[src/rtl/dma_hub_pkg.sv]
package dma_hub_pkg;

   // address map (byte addresses)
   localparam int unsigned PAIR_SPAN  = 32'h40;
   localparam int unsigned TX_SHIFT   = 32'h18;
   localparam int unsigned WIN_BYTES  = 32'h18;
   localparam int unsigned MODE_ADDR  = 32'h34;
   localparam int unsigned STAT_ADDR  = 32'h80000;
   localparam int unsigned PEND_ADDR  = 32'h80004;
   localparam int unsigned ENAB_ADDR  = 32'h80008;

   // offsets inside one channel window
   localparam logic [4:0] OFF_HI  = 5'h00;
   localparam logic [4:0] OFF_LO  = 5'h04;
   localparam logic [4:0] OFF_LEN = 5'h0C;
   localparam logic [4:0] OFF_BLK = 5'h10;
   localparam logic [4:0] OFF_RUN = 5'h14;

   typedef enum logic [2:0] {
      CR_NONE,
      CR_HI,
      CR_LO,
      CR_LEN,
      CR_BLK,
      CR_RUN
   } chreg_e;

endpackage

[src/rtl/dma_chan_regs.sv]
module dma_chan_regs
   import dma_hub_pkg::*;
#(
   parameter int DATA_W = 32,
   parameter bit IS_RX  = 1'b1
) (
   input  logic              clk,
   input  logic              rst_n,
   input  logic              sel,
   input  logic              wr,
   input  logic [4:0]        off,
   input  logic [DATA_W-1:0] wdata,
   output logic [DATA_W-1:0] rdata,
   output logic [DATA_W-1:0] desc_hi,
   output logic [DATA_W-1:0] desc_lo,
   output logic [DATA_W-1:0] len,
   output logic [DATA_W-1:0] blk,
   output logic              run
);

   chreg_e which;

   always_comb begin
      which = CR_NONE;
      if (sel) begin
         unique case (off)
            OFF_HI:  which = CR_HI;
            OFF_LO:  which = CR_LO;
            OFF_LEN: which = CR_LEN;
            OFF_BLK: which = CR_BLK;
            OFF_RUN: which = IS_RX ? CR_RUN : CR_NONE;
            default: which = CR_NONE;
         endcase
      end
   end

   always_ff @(posedge clk or negedge rst_n) begin
      if (!rst_n) begin
         desc_hi <= '0;
         desc_lo <= '0;
         len     <= '0;
         blk     <= '0;
      end else if (wr) begin
         if (which == CR_HI)  desc_hi <= wdata;
         if (which == CR_LO)  desc_lo <= wdata;
         if (which == CR_LEN) len     <= wdata;
         if (which == CR_BLK) blk     <= wdata;
      end
   end

   generate
      if (IS_RX) begin : g_run
         always_ff @(posedge clk or negedge rst_n) begin
            if (!rst_n)                     run <= 1'b0;
            else if (wr && which == CR_RUN) run <= wdata[0];
         end
      end else begin : g_norun
         assign run = 1'b0;
      end
   endgenerate

   always_comb begin
      unique case (which)
         CR_HI:   rdata = desc_hi;
         CR_LO:   rdata = desc_lo;
         CR_LEN:  rdata = len;
         CR_BLK:  rdata = blk;
         CR_RUN:  rdata = DATA_W'(run);
         default: rdata = '0;
      endcase
   end

endmodule

[src/rtl/dma_irq_agg.sv]
module dma_irq_agg #(
   parameter int NUM_CH = 4
) (
   input  logic              clk,
   input  logic              rst_n,
   input  logic [NUM_CH-1:0] done,
   input  logic              clr_wr,
   input  logic              en_wr,
   input  logic [NUM_CH-1:0] wbits,
   output logic [NUM_CH-1:0] status,
   output logic [NUM_CH-1:0] enable,
   output logic [NUM_CH-1:0] pending,
   output logic              irq
);

   logic [NUM_CH-1:0] clr_mask;

   assign clr_mask = clr_wr ? wbits : '0;

   // a completion in the same cycle as a clear keeps its bit set
   always_ff @(posedge clk or negedge rst_n) begin
      if (!rst_n) status <= '0;
      else        status <= (status & ~clr_mask) | done;
   end

   always_ff @(posedge clk or negedge rst_n) begin
      if (!rst_n)     enable <= '0;
      else if (en_wr) enable <= wbits;
   end

   assign pending = status & enable;
   assign irq     = |pending;

endmodule

[src/rtl/dma_reg_hub.sv]
module dma_reg_hub
   import dma_hub_pkg::*;
#(
   parameter int NUM_PAIRS = 2,
   parameter int ADDR_W    = 20,
   parameter int DATA_W    = 32
) (
   input  logic                          clk,
   input  logic                          rst_n,
   input  logic                          reg_wr,
   input  logic [ADDR_W-1:0]             reg_addr,
   input  logic [DATA_W-1:0]             reg_wdata,
   output logic [DATA_W-1:0]             reg_rdata,
   input  logic [NUM_PAIRS*2-1:0]        ch_done,
   output logic [NUM_PAIRS*2*DATA_W-1:0] ch_desc_hi,
   output logic [NUM_PAIRS*2*DATA_W-1:0] ch_desc_lo,
   output logic [NUM_PAIRS*2*DATA_W-1:0] ch_len,
   output logic [NUM_PAIRS*2*DATA_W-1:0] ch_blk,
   output logic [NUM_PAIRS-1:0]          rx_run,
   output logic                          addr32_mode,
   output logic                          irq
);

   localparam int NUM_CH = NUM_PAIRS * 2;

   generate
      if (ADDR_W < 20 || ADDR_W > 32) begin : g_bad_addr
         $error("dma_reg_hub: ADDR_W must be within 20..32");
      end
      if (DATA_W < NUM_CH || DATA_W < 32) begin : g_bad_data
         $error("dma_reg_hub: DATA_W must be >= 32 and >= channel count");
      end
      if (NUM_PAIRS < 1 || NUM_PAIRS * PAIR_SPAN > MODE_ADDR + STAT_ADDR - PAIR_SPAN) begin : g_bad_pairs
         $error("dma_reg_hub: NUM_PAIRS out of range");
      end
   endgenerate

   logic [31:0]       addr_x;
   logic [DATA_W-1:0] chan_rd [NUM_CH];
   logic              run_w   [NUM_CH];
   logic [NUM_CH-1:0] status_q, enable_q, pending_w;
   logic              hit_mode, hit_stat, hit_pend, hit_enab;

   assign addr_x   = 32'(reg_addr);
   assign hit_mode = (addr_x == MODE_ADDR);
   assign hit_stat = (addr_x == STAT_ADDR);
   assign hit_pend = (addr_x == PEND_ADDR);
   assign hit_enab = (addr_x == ENAB_ADDR);

   generate
      for (genvar c = 0; c < NUM_CH; c++) begin : g_ch
         localparam int unsigned BASE = (c / 2) * PAIR_SPAN + ((c % 2) != 0 ? TX_SHIFT : 0);
         logic       sel;
         logic [4:0] off;

         assign sel = (addr_x >= BASE) && (addr_x < BASE + WIN_BYTES);
         assign off = 5'(addr_x - BASE);

         dma_chan_regs #(
            .DATA_W (DATA_W),
            .IS_RX  ((c % 2) == 0)
         ) u_regs (
            .clk     (clk),
            .rst_n   (rst_n),
            .sel     (sel),
            .wr      (reg_wr),
            .off     (off),
            .wdata   (reg_wdata),
            .rdata   (chan_rd[c]),
            .desc_hi (ch_desc_hi[c*DATA_W +: DATA_W]),
            .desc_lo (ch_desc_lo[c*DATA_W +: DATA_W]),
            .len     (ch_len[c*DATA_W +: DATA_W]),
            .blk     (ch_blk[c*DATA_W +: DATA_W]),
            .run     (run_w[c])
         );
      end

      for (genvar p = 0; p < NUM_PAIRS; p++) begin : g_pair
         // the transmit side drives a constant zero
         assign rx_run[p] = run_w[2*p] | run_w[2*p+1];
      end
   endgenerate

   always_ff @(posedge clk or negedge rst_n) begin
      if (!rst_n)                   addr32_mode <= 1'b0;
      else if (reg_wr && hit_mode)  addr32_mode <= reg_wdata[0];
   end

   dma_irq_agg #(
      .NUM_CH (NUM_CH)
   ) u_irq (
      .clk     (clk),
      .rst_n   (rst_n),
      .done    (ch_done),
      .clr_wr  (reg_wr && hit_stat),
      .en_wr   (reg_wr && hit_enab),
      .wbits   (reg_wdata[NUM_CH-1:0]),
      .status  (status_q),
      .enable  (enable_q),
      .pending (pending_w),
      .irq     (irq)
   );

   always_comb begin
      reg_rdata = '0;
      for (int c = 0; c < NUM_CH; c++) reg_rdata = reg_rdata | chan_rd[c];
      if (hit_mode) reg_rdata = DATA_W'(addr32_mode);
      if (hit_stat) reg_rdata = DATA_W'(status_q);
      if (hit_pend) reg_rdata = DATA_W'(pending_w);
      if (hit_enab) reg_rdata = DATA_W'(enable_q);
   end

endmodule

[config.mk]
export PLATFORM = sky130hd
export DESIGN_NAME = dma_reg_hub
export DESIGN_NICKNAME = d
export VERILOG_FILES = /design/src/rtl/dma_hub_pkg.sv /design/src/rtl/dma_chan_regs.sv /design/src/rtl/dma_irq_agg.sv /design/src/rtl/dma_reg_hub.sv
export SDC_FILE = /design/constraint.sdc
export NUM_CORES = 1
export LEC_CHECK = 0
export CORE_AREA = 2 2 233 235
export DETAILED_ROUTE_END_ITERATION = 6
export DIE_AREA = 0 0 235 237
export GPL_TIMING_DRIVEN = 0
export PLACE_DENSITY = 0.73
export SLEW_MARGIN = 0
export SYNTH_ARGS = -nofsm -noshare
export SYNTH_HDL_FRONTEND = slang
export SYNTH_SLANG_ARGS = --single-unit
[constraint.sdc]
create_clock -name clk -period 5.9 [get_ports clk]
set_input_delay 0.885 -clock clk [delete_from_list [all_inputs] [get_ports clk]]
set_output_delay 0.885 -clock clk [all_outputs]
set_load 0.02 [all_outputs]
* Word-level counts from Yosys, hierarchy flattened
Cells that the tools add are included.
Word-level totals: output and inout port bits 548, register bits after elaboration 523, word-level logic and storage cells 122, bits of input ports 59
Operators by class: reductions and logical operators 30, add/sub/neg operators 3, magnitude comparators 8, mux-type cells 17, equal/unequal tests 36, bitwise gates (word level) 7
Operators with widths (number):
- case mux 32 bit (5 select lines) | 2
- case mux 32 bit (4 select lines) | 2
- 2-to-1 mux 32 bit | 4
- bitwise OR 32 bit | 3
- == test 20 bit (second input constant) | 3
- greater-or-equal comparator 20 x 7 -> 1 bit (second input constant) | 2
- less-than comparator 20 x 7 -> 1 bit (second input constant) | 2
- AND reduction 2 bit | 16
- == test 5 bit (second input constant) | 6
- case mux 3 bit (5 select lines) | 2
- == test 3 x 2 -> 1 bit (second input constant) | 8
- case mux 3 bit (4 select lines) | 2
- == test 20 x 6 -> 1 bit (second input constant) | 1
- == test 5 x 3 -> 1 bit (second input constant) | 4
- == test 5 x 4 -> 1 bit (second input constant) | 4
- greater-or-equal comparator 20 x 1 -> 1 bit (second input constant) | 1
- greater-or-equal comparator 20 x 5 -> 1 bit (second input constant) | 1
- zero test 5 bit | 4
- less-than comparator 20 x 5 -> 1 bit (second input constant) | 1
- less-than comparator 20 x 6 -> 1 bit (second input constant) | 1
- == test 3 bit (second input constant) | 6
- == test 3 x 1 -> 1 bit (second input constant) | 4
- 2-to-1 mux 3 bit | 4
- subtractor 5 bit (second input constant) | 2
- other kinds (7) | 16

* Depth between registers and ports, before layout
word-level depth 13, gate-level depth with buffers 10, depth with buffers taken out 7

* By module
Synthesis repeated with hierarchy kept, for this count alone.
Unflattened totals: cell total of the unflattened synthesis 1763, area, all modules 24046.8 sq um
By module, submodules not included:
- dma_chan_regs at g_ch[0].u_regs ... | times used 2, area each 5888.1 sq um, sequential area each 3228.1 sq um, cells an instance 403
- dma_chan_regs at g_ch[1].u_regs ... | times used 2, area each 5587.9 sq um, sequential area each 3203.1 sq um, cells an instance 402
- dma_reg_hub | times used 1, area each 765.7 sq um, sequential area each 25.0 sq um, cells an instance 128
- dma_irq_agg | times used 1, area each 329.1 sq um, sequential area each 200.2 sq um, cells an instance 25

* Least setup slack after synthesis
Ideal clock, no wire load.
path type input port to output port, from in reg_addr[3], to out reg_rdata[3], slack 1.835 ns, cell stages on the path 9, arrival time 3.180 ns, buffers on the path 3, required time 5.015 ns, cell sequence ha_1 > or3_1 > clkbuf_1 > nor2_2 > nor4b_1 > buf_2 > buf_2 > a222oi_1 > a32oi_1
Between the ends: longest elaborated chain between the ends 13, elaborated cells between the ends (all ways) 74, classes of those cells add/sub: 3; order compare: 8; eq/ne: 36; mux: 16; bitwise: 3; reduce/logical: 8
Ends and longest elaborated chain:
- start: declaration | line dma_reg_hub.sv:11 | input logic [ADDR_W-1:0] reg_addr,
- subtractor 5 bit | line dma_reg_hub.sv:57 | assign off = 5'(addr_x - BASE);
- == test 5 bit (tied with other cells) | line dma_chan_regs.sv:26 | unique case (off)
- case mux 3 bit (4 select lines) | line dma_chan_regs.sv:26
- 2-to-1 mux 3 bit | line dma_chan_regs.sv:25 | if (sel) begin
- == test 3 bit (tied with other cells) | line dma_chan_regs.sv:63 | unique case (which)
- case mux 32 bit (4 select lines) | line dma_chan_regs.sv:63
- bitwise OR 32 bit (3 in a row) | line dma_reg_hub.sv:106 | for (int c = 0; c < NUM_CH; c++) reg_rdata = reg_rdata | chan_rd[c];
- 2-to-1 mux 32 bit | line dma_reg_hub.sv:107 | if (hit_mode) reg_rdata = DATA_W'(addr32_mode);
- 2-to-1 mux 32 bit | line dma_reg_hub.sv:108 | if (hit_stat) reg_rdata = DATA_W'(status_q);
- 2-to-1 mux 32 bit | line dma_reg_hub.sv:109 | if (hit_pend) reg_rdata = DATA_W'(pending_w);
- 2-to-1 mux 32 bit * | line dma_reg_hub.sv:110 | if (hit_enab) reg_rdata = DATA_W'(enable_q);
- end: declaration | line dma_reg_hub.sv:13 | output logic [DATA_W-1:0] reg_rdata,
Mark *: on every way between the ends. The rest lies on a longest branch, timed or not.

* Worst setup path after layout
from in reg_addr[3], to out reg_rdata[19]
Same word-level chain as after synthesis.

==> impl_metrics.ini <==
[clock_network]
h-tree-depth = 2
clkLatencyLatePin_ns = 0.62
numCtsBuffers = 56
path_clk_slew_ns = 0.06
root_buffer = clkbuf_16
cts_hold_buf = 0
cts.sinks = 523
cts_tree = yes
clock_path_buffers = 3

[synth]
synth-edff-count = 0
seq_area_frac_synth = 0.560
synth_top_family_by_area = multiplexers
syn_avg_cell_area_sq_um = 13.7
synth_mux_area_frac = 0.257
yosys.area_share.simple = 0.0581
synth_cell_type_count = 62
ys.flop_type = dfrtp_1
syn-num-nets = 1762
netlist_area_sq_um = 23400
synth_fa_ha_area_frac = 0.000536
synth-xor-area-share = 0
syn_inst = 1702
synth_seq_cells = 523
ys.warnings.count = 0
synth-compound-area-share = 0.0960
ys_async_sr_fraction = 1.00

[global_routing]
antenna_found_initial = 4
grt_use_total = 0.416
grt_pass1_vias = 20700
overflow = 0
grt_pass1_wl_microns = 162000
grt_max_degree = 130

[die]
die_w_microns = 235
row_count = 85
io_pins = 607
die_area_sq_um = 55700
die_h_microns = 237
coreArea_sq_um = 53300
initial_core_util = 0.438

[route]
vias = 20600
drtAntennaViolNets = 0
avgViaCountPerCell = 6.60
wire_per_inst_microns = 38.1
route.detailed.drc = 0
wirelength_microns = 119000
first_iter_violations = 2298
first_pass_iters = 7

[critical_path]
critical_path.max_stage_delay_ns = 0.72
cp_cell_sequence = clkdlybuf4s50_1, buf_2, nor2b_1, and3_1, clkbuf_4, nor4b_4, buf_4, buf_4, a222oi_1, and3_1, nand4_1, clkdlybuf4s50_1
r2r_slack_ns = 4.98
worstPathRequired_ns = 5.02
crit_fanout = 10
reg2regPathDepth = 1
endpoint_kind = primary output
timing.rr.end = g_ch[2].u_regs.desc_hi[8]$_DFFE_PN0P_
slowest_stage = clkdlybuf4s50_1
crit_arrival_ns = 5.01
crit_type = in -> out
r2r_start = g_ch[2].u_regs.desc_hi[8]$_DFFE_PN0P_
start_kind = input port

[final_layout]
drive_gt1_frac = 0.293
area_delta_synth_final_pct = 39.9
finalNetCount = 2444
fillers = 4216

[sta]
finalSetupViolations = 0
slew_headroom = 0.121
hold_violations = 0
drv_slew = 0
rsz0062_at_grt = no
fmaxAchievable_mhz = 170
fin_ws_ns = 0.00790
post-route-period-util = 0.999
hold-worst-slack_ns = 0.347
tightest_slew_ns = 1.32
finalClockSkew_ns = 0
fin_crit_ns = 5.89

[power_and_ir_drop]
powerDensity_nw_per_um2 = 232
ir_worst_vdd_mv = 0.204
power_leakage_nw = 15.0

[placement]
post-place-ws_ns = -1.31
portBuffers = 602
post-dp-hpwl_microns = 83000
gp_congestion = 0.948

[hold_path]
hold_class = in -> async

[job]
max_cap_viol_count = 0

[status]
status = finished clean
-- synth_stat cells (25+ instances only) --
master / n / area share
a221oi_1: 48 / 0.018
a22o_1: 27 / 0.010
a22oi_1: 70 / 0.023
a32o_1: 25 / 0.011
a32oi_1: 33 / 0.012
buf_1: 35 / 0.0056
buf_2: 49 / 0.011
clkbuf_1: 66 / 0.011
dfrtp_1: 523 / 0.56
mux2_1: 31 / 0.015
mux2_2: 492 / 0.24
nand2_1: 66 / 0.011
nand4_1: 29 / 0.0078
-- state kept, by name (all words and copies together) (netlist names) --
| name | flops |
|---|---|
| addr32_mode | 1 |
| u_irq.enable | 4 |
| g_ch.u_regs.blk | 128 |
| g_ch.u_regs.desc_lo | 128 |
| g_ch.u_regs.desc_hi | 128 |
| g_ch.u_regs.run | 2 |
| u_irq.status | 4 |
| g_ch.u_regs.len | 128 |
-- repair_timing --
item	4_1_cts	5_1_grt
buffers inserted	13	3
endpoints found under the setup margin	30	26
gates resized for setup	66	16
pin swaps	5	1
-- metrics by stage --
step	power (mW)	utilization	instances	cell area, sq um	TNS (ns)
finish	7.59	0.613	3123	32700	0
global route	7.73	0.613	3122	32700	0
CTS	7.56	0.612	3120	32600	0
detailed placement	3.91	0.571	3007	30400	-25.40
global placement	3.90	0.568	3000	30200	-9820.85
floorplan	3.72	-	1702	23400	0
-- logic make-up after synthesis --
group	count (synthesis)
buffers and inverters	156
AOI/OAI and AO/OA	264
muxes	534
and+or+nand+nor	224
DFF	523
adders and majority gates	1
-- worst max-delay path by stage --
stage	startpoint	to	slack [ns]	cells after the start
2_1_floorplan	reg_addr[3]	reg_rdata[3]	1.83	9
3_3_place_gp	rst_n	g_ch[3].u_regs.desc_lo[22]$_DFFE_PN0P_	-18.79	1
3_5_place_dp	reg_addr[3]	reg_rdata[11]	-1.31	10
4_1_cts	reg_addr[13]	reg_rdata[27]	0.001	11
5_1_grt	reg_addr[4]	reg_rdata[14]	0.003	12
6_report	reg_addr[3]	reg_rdata[19]	0.008	12
-- worst max-delay path, delay by kind of cell --
kind	cells	cell delay, ns
AO/OA/AOI/OAI	1	0.13
AND/OR/NAND/NOR	5	1.37
buffers and inverters	6	2.60
-- cell type report --
cell class                      count  area, sq um  area share
Sequential cell                   523        13100       0.401
Multi-Input combinational cell   1023         9690       0.297
Timing Repair Buffer              625         6320       0.194
Clock buffer                       84         1690      0.0517
Tap cell                          696          871      0.0267
Buffer                            151          732      0.0224
Clock inverter                     16          246     0.00755
Inverter                            4         15.0    0.000460
Antenna cell                        1         2.50   0.0000766
-- cell usage in the layout, fill, tap and decap left out, drive strengths merged, types with 6 or more instances in the layout --
cell / Yosys / routed
clkdlybuf4s50: 0 / 601
clkbuf: 66 / 153
dfrtp: 523 / 523
a222oi: 24 / 24
nand4: 30 / 30
clkinv: 0 / 9
nand3: 16 / 16
buf: 86 / 104
mux2i: 11 / 11
mux2: 523 / 523
a21oi: 6 / 6
a22o: 27 / 27
a32o: 25 / 25
nand2: 67 / 67
and4: 12 / 12
nor3: 25 / 25
a32oi: 33 / 33
nor2: 17 / 17
o21ai: 6 / 6
a22oi: 70 / 70
nor4: 9 / 9
and3: 18 / 18
a221oi: 48 / 48
-- layer usage --
layer	share of wire	vias up	routed length (microns)	global-route usage
met4	0.069	8	8270	0.241
li1	-	7898	-	-
met5	0.00039	-	46	0
met3	0.12	425	14500	0.150
met2	0.45	1510	53000	0.635
met1	0.36	10800	43200	0.508
-- report_power, final --
part / leakage, nW / internal (mW) / switching (mW) / total [mW]
clock network: 0.947 / 2.19 / 1.55 / 3.73
logic: 6.77 / 0.0632 / 0.200 / 0.263
registers: 7.29 / 3.59 / 0.0000885 / 3.59
total: 15.0 / 5.84 / 1.75 / 7.59
No activity file was read; power rests on OpenSTA's default activity.
